[config.mk]
export PLATFORM = sky130hd
export DESIGN_NAME = precomp_shifter
export DESIGN_NICKNAME = d
export VERILOG_FILES = /design/src/rtl/precomp_pkg.sv /design/src/rtl/precomp_ctrl.sv /design/src/rtl/precomp_datapath.sv /design/src/rtl/precomp_shifter.sv
export SDC_FILE = /design/constraint.sdc
export NUM_CORES = 1
export LEC_CHECK = 0
export BUFFER_PORTS_ARGS = -buffer_cell sky130_fd_sc_hd__buf_2
export CORE_AREA = 2 2 39 41
export CTS_BUF_LIST = sky130_fd_sc_hd__clkbuf_16
export CTS_CLUSTER_SIZE = 30
export DETAILED_ROUTE_END_ITERATION = 8
export DIE_AREA = 0 0 41 43
export SETUP_SLACK_MARGIN = 0.2
export SYNTH_ARGS = -nofsm -noshare
export SYNTH_HDL_FRONTEND = slang
export SYNTH_SLANG_ARGS = --single-unit
[constraint.sdc]
create_clock -name clk -period 2.8 [get_ports clk]
set_input_delay 0.14 -clock clk [delete_from_list [all_inputs] [get_ports clk]]
set_output_delay 0.14 -clock clk [all_outputs]
set_load 0.02 [all_outputs]
[src/rtl/precomp_pkg.sv]
package precomp_pkg;

  // Tap chosen for the pulse currently travelling through the shift register.
  typedef enum logic [1:0] {
    TAP_EARLY = 2'd0,
    TAP_NOM   = 2'd1,
    TAP_LATE  = 2'd2
  } tap_e;

  // Strobes sent from the control to the datapath.
  typedef struct packed {
    tap_e tapSel;
  } ctrl_t;

  // Maps the steering inputs to a tap. FM mode and the "both high" case give the on-time tap.
  function automatic tap_e decodeTap(input logic mfm, input logic early, input logic late);
    tap_e t;
    if (!mfm) begin
      t = TAP_NOM;
    end else begin
      case ({early, late})
        2'b10:   t = TAP_EARLY;
        2'b01:   t = TAP_LATE;
        default: t = TAP_NOM;
      endcase
    end
    return t;
  endfunction

endpackage

[src/rtl/precomp_ctrl.sv]
module precomp_ctrl
  import precomp_pkg::*;
(
  input  logic  clk,
  input  logic  rstN,
  input  logic  wdIn,
  input  logic  earlyIn,
  input  logic  lateIn,
  input  logic  mfmSel,
  input  logic  chainBusy,
  output ctrl_t ctrl
);

  // A new pulse may set the tap only when the shift register is empty.
  logic captureNow;
  assign captureNow = wdIn && !chainBusy;

  always_ff @(posedge clk or negedge rstN) begin
    if (!rstN) begin
      ctrl.tapSel <= TAP_NOM;
    end else if (captureNow) begin
      ctrl.tapSel <= decodeTap(mfmSel, earlyIn, lateIn);
    end
  end

  // The selection never moves while any stage still carries a pulse.
  assert_hold_while_busy_R8: assert property (@(posedge clk) disable iff (!rstN)
    chainBusy |=> $stable(ctrl.tapSel));

  // A capture in FM mode always yields the on-time tap.
  assert_fm_nominal_R6: assert property (@(posedge clk) disable iff (!rstN)
    (wdIn && !chainBusy && !mfmSel) |=> (ctrl.tapSel == TAP_NOM));

  // Both requests high in MFM mode resolve to the on-time tap.
  assert_both_nominal_R5: assert property (@(posedge clk) disable iff (!rstN)
    (wdIn && !chainBusy && mfmSel && earlyIn && lateIn) |=> (ctrl.tapSel == TAP_NOM));

endmodule

[src/rtl/precomp_datapath.sv]
module precomp_datapath
  import precomp_pkg::*;
#(
  parameter int STEP = 1
) (
  input  logic  clk,
  input  logic  rstN,
  input  logic  wdIn,
  input  ctrl_t ctrl,
  output logic  chainBusy,
  output logic  wdOut
);

  localparam int CHAIN_LEN = 2 * STEP + 1;
  localparam int IDX_NOM   = STEP;
  localparam int IDX_LATE  = 2 * STEP;

  logic [CHAIN_LEN-1:0] chain;
  logic                 tapBit;

  // Stage 0 takes the input directly; each later stage takes the stage before it.
  always_ff @(posedge clk or negedge rstN) begin
    if (!rstN) chain[0] <= 1'b0;
    else       chain[0] <= wdIn;
  end

  for (genvar g = 1; g < CHAIN_LEN; g++) begin : g_stage
    always_ff @(posedge clk or negedge rstN) begin
      if (!rstN) chain[g] <= 1'b0;
      else       chain[g] <= chain[g-1];
    end
  end

  assign chainBusy = |chain;

  always_comb begin
    case (ctrl.tapSel)
      TAP_EARLY: tapBit = chain[0];
      TAP_LATE:  tapBit = chain[IDX_LATE];
      default:   tapBit = chain[IDX_NOM];
    endcase
  end

  always_ff @(posedge clk or negedge rstN) begin
    if (!rstN) wdOut <= 1'b0;
    else       wdOut <= tapBit;
  end

  // The control only ever hands over one of the three defined taps.
  assert_valid_tap_R5: assert property (@(posedge clk) disable iff (!rstN)
    ctrl.tapSel inside {TAP_EARLY, TAP_NOM, TAP_LATE});

endmodule

[src/rtl/precomp_shifter.sv]
module precomp_shifter
  import precomp_pkg::*;
#(
  parameter int STEP = 1
) (
  input  logic clk,
  input  logic rstN,
  input  logic wdIn,
  input  logic earlyIn,
  input  logic lateIn,
  input  logic mfmSel,
  output logic wdOut
);

  localparam int CHAIN_LEN = 2 * STEP + 1;
  localparam int IDLE_MAX  = CHAIN_LEN + 2;
  localparam int IDLE_W    = $clog2(IDLE_MAX + 1);

  ctrl_t ctrl;
  logic  chainBusy;

  precomp_ctrl u_ctrl (
    .clk       (clk),
    .rstN      (rstN),
    .wdIn      (wdIn),
    .earlyIn   (earlyIn),
    .lateIn    (lateIn),
    .mfmSel    (mfmSel),
    .chainBusy (chainBusy),
    .ctrl      (ctrl)
  );

  precomp_datapath #(.STEP(STEP)) u_dp (
    .clk       (clk),
    .rstN      (rstN),
    .wdIn      (wdIn),
    .ctrl      (ctrl),
    .chainBusy (chainBusy),
    .wdOut     (wdOut)
  );

  // Checker counter: the number of edges since wdIn was last sampled high.
  logic [IDLE_W-1:0] idleCnt;
  always_ff @(posedge clk or negedge rstN) begin
    if (!rstN)                                 idleCnt <= '0;
    else if (wdIn)                             idleCnt <= '0;
    else if (idleCnt != IDLE_W'(IDLE_MAX))     idleCnt <= idleCnt + 1'b1;
  end

  assert_quiet_after_drain_R10: assert property (@(posedge clk) disable iff (!rstN)
    (idleCnt > IDLE_W'(CHAIN_LEN)) |-> !wdOut);

  // A rising output must come from a pulse that entered the register earlier.
  assert_no_spurious_pulse_R1: assert property (@(posedge clk) disable iff (!rstN)
    $rose(wdOut) |-> (idleCnt <= IDLE_W'(CHAIN_LEN)));

endmodule

**Yosys cells after proc, flatten, opt, wreduce, memory -nomap -nowiden**

Cells that the tools add are included.
W data, S select, Z words.

- Bits in registers: 6
- Word-level logic and storage cells: 15

- Reductions and logical operators: 4
- Multiplexer cells: 3
- Eq/ne operators: 3

Operators with widths:

| cell | count |
|---|---|
| $eq A2 B2 Y1 const B | 2 |
| $pmux W2 S2 | 1 |
| $reduce_or A3 Y1 | 1 |
| $eq A2 B1 Y1 const B | 1 |
| $logic_not A2 Y1 | 1 |
| $mux W2 | 1 |
| $pmux W1 S2 | 1 |
| $logic_and A1 B1 Y1 | 1 |
| $logic_not A1 Y1 | 1 |

**Logic depth before layout (Yosys ltp)**

- Depth in word-level cells: 3
- Gate-level depth with buffers: 4
- Mapped depth without buffers: 4

**By module**

A second synthesis with hierarchy kept.

- Cells, all modules: 18
- Area, all modules: 241.5 µm²

By module, submodules not included:

| module | area each (µm²) | sequential area each (µm²) | cells each | instances |
|---|---|---|---|---|
| precomp_datapath | 125.1 | 100.1 | 8 | 1 |
| precomp_ctrl | 116.4 | 51.3 | 10 | 1 |

**Worst setup path before layout**

Ideal clock, no wire load.

- Path type: reg-to-reg
- Start point: reg u_dp.chain[2]
- End point: reg, netlist name u_ctrl.ctrl[0]
- Buffers on the path: 0
- Period minus slack after synthesis: 1,113 ps
- Library setup time: 85 ps
- Setup slack: 1,687 ps
- Arrival time: 1,028 ps
- Cell stages (with the launch flop): 3
- Cells stage by stage: dfrtp_1 > nor4b_4 > mux2_1

- Word-level cells in the longest chain between the ends: 3

Ends and longest elaborated chain:

| what | line | RTL |
|---|---|---|
| from (decl) | precomp_datapath.sv:18 | `logic [CHAIN_LEN-1:0] chain;` |
| from (signal, indexed assignment) | precomp_datapath.sv:30 | `else chain[g] <= chain[g-1];` |
| $reduce_or A3 Y1 | precomp_datapath.sv:34 | `assign chainBusy = \|chain;` |
| $logic_not A1 Y1 | precomp_ctrl.sv:16 | `assign captureNow = wdIn && !chainBusy;` |
| $logic_and A1 B1 Y1 | precomp_ctrl.sv:16 |  |

No other way between the ends.
A chain may end at the register's enable or synchronous reset.

**Worst setup path after layout**

- Start point: reg u_dp.chain[2]
- End point: reg, netlist name u_ctrl.ctrl[0]

- Word-level cells in the longest chain between the ends: 3

Ends and longest elaborated chain:

| what | line |
|---|---|
| $reduce_or A3 Y1 | precomp_datapath.sv:34 |
| $logic_not A1 Y1 | precomp_ctrl.sv:16 |
| $logic_and A1 B1 Y1 | precomp_ctrl.sv:16 |

No other way between the ends.

==> impl_metrics.csv <==
group,metric,value,unit
flow_run,cap_violations,0,
die,dieArea,1760,sq um
die,die_y,43,um
placement,dp_cells,39,
route,wl,404,um
die,io_pins,7,
sta,tightestPinTransition,257,ps
worst_setup_path,rr_startpoint,"u_dp.chain[2]",
layout,fin_cells,44,
worst_setup_path,start_kind,"flip-flop",
synth,synth_seq_area_share,61.7,%
global_route,grt-ovfl-total,0,
clocking,cts_tree,"built",
clocking,ctsResizeCount,0,
pwr,pwr-share-seq,29.2,%
worst_setup_path,r2r_slack,1630,ps
synth,netlist.area_leader.share,51.0,%
clocking,cts_buffer_depth,2,
clocking,cts-buffers-inserted,3,
pwr,peakVddDrop,521,uV
sta,rsz0062_at_grt,"no",
synth,synth_seq_cells,6,
synth,syn_nets,24,
pwr,pwr-share-clk,63.8,%
pwr,pwr-share-comb,7.0,%
clocking,cts_sinks,6,
clocking,h-tree-depth,1,
worst_setup_path,r2r-end,"u_ctrl.ctrl[0]",
worst_setup_path,critPathKind,"reg2reg",
clocking,clk_pin_slew,40,ps
sta,setup_ws,1630,ps
sta,setup-violations-final,0,
global_route,grt_start_max_net_pins,7,
placement,dp_worst_setup_slack,1640,ps
synth,synth_commonest_cells,"5 x dfrtp_1, 2 x inv_1, 2 x mux2i_1, 2 x nand2_1",
worst_setup_path,worst-endpoint-required,2950,ps
pwr,intPower,0.000298,W
route,dr.pass1.iters,4,
worst_setup_path,endpoint,"u_ctrl.ctrl[0]",
synth,post-synth-top-count-cell,"dfrtp_1",
synth,synthArstFlopShare,100,%
worst_setup_path,critPathTopFamily,"flip-flops",
synth,ys_warn_count,0,
sta,period_minus_slack,1170,ps
worst_setup_path,cp-startpoint,"u_dp.chain[2]",
worst_setup_path,cp_max_fo,2,
sta,fmax,854,MHz
pwr,swShare,18.5,%
sta,skew,4.75,ps
synth,synth_area,245,sq um
placement,dp_hpwl,290,um
pwr,powerDensity,952,nW/um^2
worst_setup_path,rr_worst_depth,2,
synth,synth_ff_type,"dfrtp_1",
route,postRouteAntennaNets,0,
outcome,status,"completed",
die,initial_utilization,17.7,%
die,core_area,1380,sq um
synth,synth_cells,17,
synth,post_synth.cell_area_avg,14.4,sq um
clocking,clk_latency,230,ps
sta,setup-tns-final,0,ps
synth,yosysTopAreaCell,"dfrtp_1",
layout,drive_gt1_share,39.3,%
placement,place.gp.congestion,0.684,
clocking,clock-root-buffer,"clkbuf_16",
route,routed-via-count,164,
layout,nets,36,
synth,ys_types,10,
sta,slew-limit-headroom,82.8,%
worst_setup_path,slowest_stage,"dfrtp_1",
sta,drv_slew,0,
pwr,p_sw,0.0000676,W
route,first_iter_violations,4,
worst_setup_path,critical_path.cell_chain,"nor4b_4 -> mux2_1",
worst_setup_path,critPathMaxStageDelay,400,ps
route,drc_errors,0,
pwr,p_leak,0.181,nW
sta,hold_ws,45.3,ps
global_route,grt_pass1_vias,162,
worst_setup_path,arrival,1320,ps
die,rows,14,
worst_setup_path,crit_cells,2,
worst_hold_path,min_path_type,"in2reg",
placement,port_buffers,6,
die,die_w,41,um
worst_setup_path,path_buf_inv,0,
global_route,grt_pass1_wl,669,um
clocking,post_cts_buffers,0,
global_route,antenna_found_initial,0,
layout,n_antenna_cell,0,
sta,finalHoldViolCount,0,
layout,layout-area-overhead-vs-synth,56.6,%
synth,ys_top_cells_by_area,"dfrtp_1 51%, dfstp_2 11%, nor4b_4 9.7%",
worst_setup_path,crit_path_end_kind,"flip-flop",
route,wl_per_cell,9.18,um
global_route,grt_usage,6.77,%
sta,layout_worst_path_cycle_share,41.8,%
synth,synth_edf_count,0,
route,vias_per_cell,3.73,
-- final cells by class --
cell class,count,area [sq um]
Clock buffer,3,75.1
Clock inverter,1,3.75
Fill cell,141,1000
Inverter,2,7.51
Multi-Input combinational cell,9,86.3
Sequential cell,6,151
Tap cell,16,20.0
Timing Repair Buffer,7,40.0
-- per-stage QoR --
step	total power, W	utilization (%)	area, sq um
finish	0.000366	27.8	384
global route	0.000385	27.8	384
CTS	0.000375	27.8	384
detailed placement	0.000133	21.3	295
global placement	0.000132	21.3	295
floorplan	0.000121	-	245
-- worst reg2reg max path: stages (launching register included) --
cell and delay, ps:
dfrtp_1 400, nor4b_4 330, mux2_1 350
-- power by group through the flow --
stage                     combinational [W]  clock, W  sequential [W]
after global routing              0.0000295  0.000248        0.000108
after floorplan                   0.0000109         0        0.000111
after CTS                         0.0000260  0.000242        0.000107
after detailed placement          0.0000248         0        0.000108
after global placement            0.0000243         0        0.000108
final                             0.0000254  0.000233        0.000107
-- per-layer routing --
| layer | GRT usage, % | up-vias | part of all wire, % |
|---|---|---|---|
| li1 | - | 78 | - |
| met1 | 7.24 | 75 | 50 |
| met2 | 6.56 | 9 | 33 |
| met3 | 9.42 | 2 | 16 |
| met4 | 4.00 | 0 | 1.5 |
| met5 | 0 | - | 0 |
-- logic make-up after synthesis --
group	count (synthesis)	synth area share [%]
flip-flops	6	61.7
AND/OR/NAND/NOR	4	15.3
multiplexers	3	12.8
buffers and inverters	2	3.06
AO/OA/AOI/OAI	1	2.04
adder cells (fa/ha/maj)	1	5.10
-- worst min path at each step --
stage | from | end | depth (start not counted)
floorplan | rstN | u_ctrl.ctrl[1] | 0
detailed placement | rstN | u_dp.wdOut | 1
global placement | rstN | u_dp.wdOut | 1
global route | wdIn | u_dp.chain[0] | 1
finish | wdIn | u_dp.chain[0] | 1
CTS | wdIn | u_dp.chain[0] | 1
-- state kept, by name, indices dropped and copies added, names as in the netlist --
register	cells
u_dp.chain	3
u_ctrl.ctrl	2
u_dp.wdOut	1
-- cell usage in the layout (no fill, tap or decap) --
cell type      instances
clkbuf_16              3
nand2_1                2
ha_1                   1
buf_2                  6
dfstp_2                1
o21ai_0                1
nand2b_1               1
dfrtp_1                5
inv_1                  3
nor4b_4                1
dlygate4sd3_1          1
mux2_1                 1
mux2i_1                2
-- timing repair --
item,in CTS,in global routing
hold buffers,1,0
endpoints found under the setup margin,0,0
hold endpoints to repair,6,0
Power figures use the tool's default switching activity.
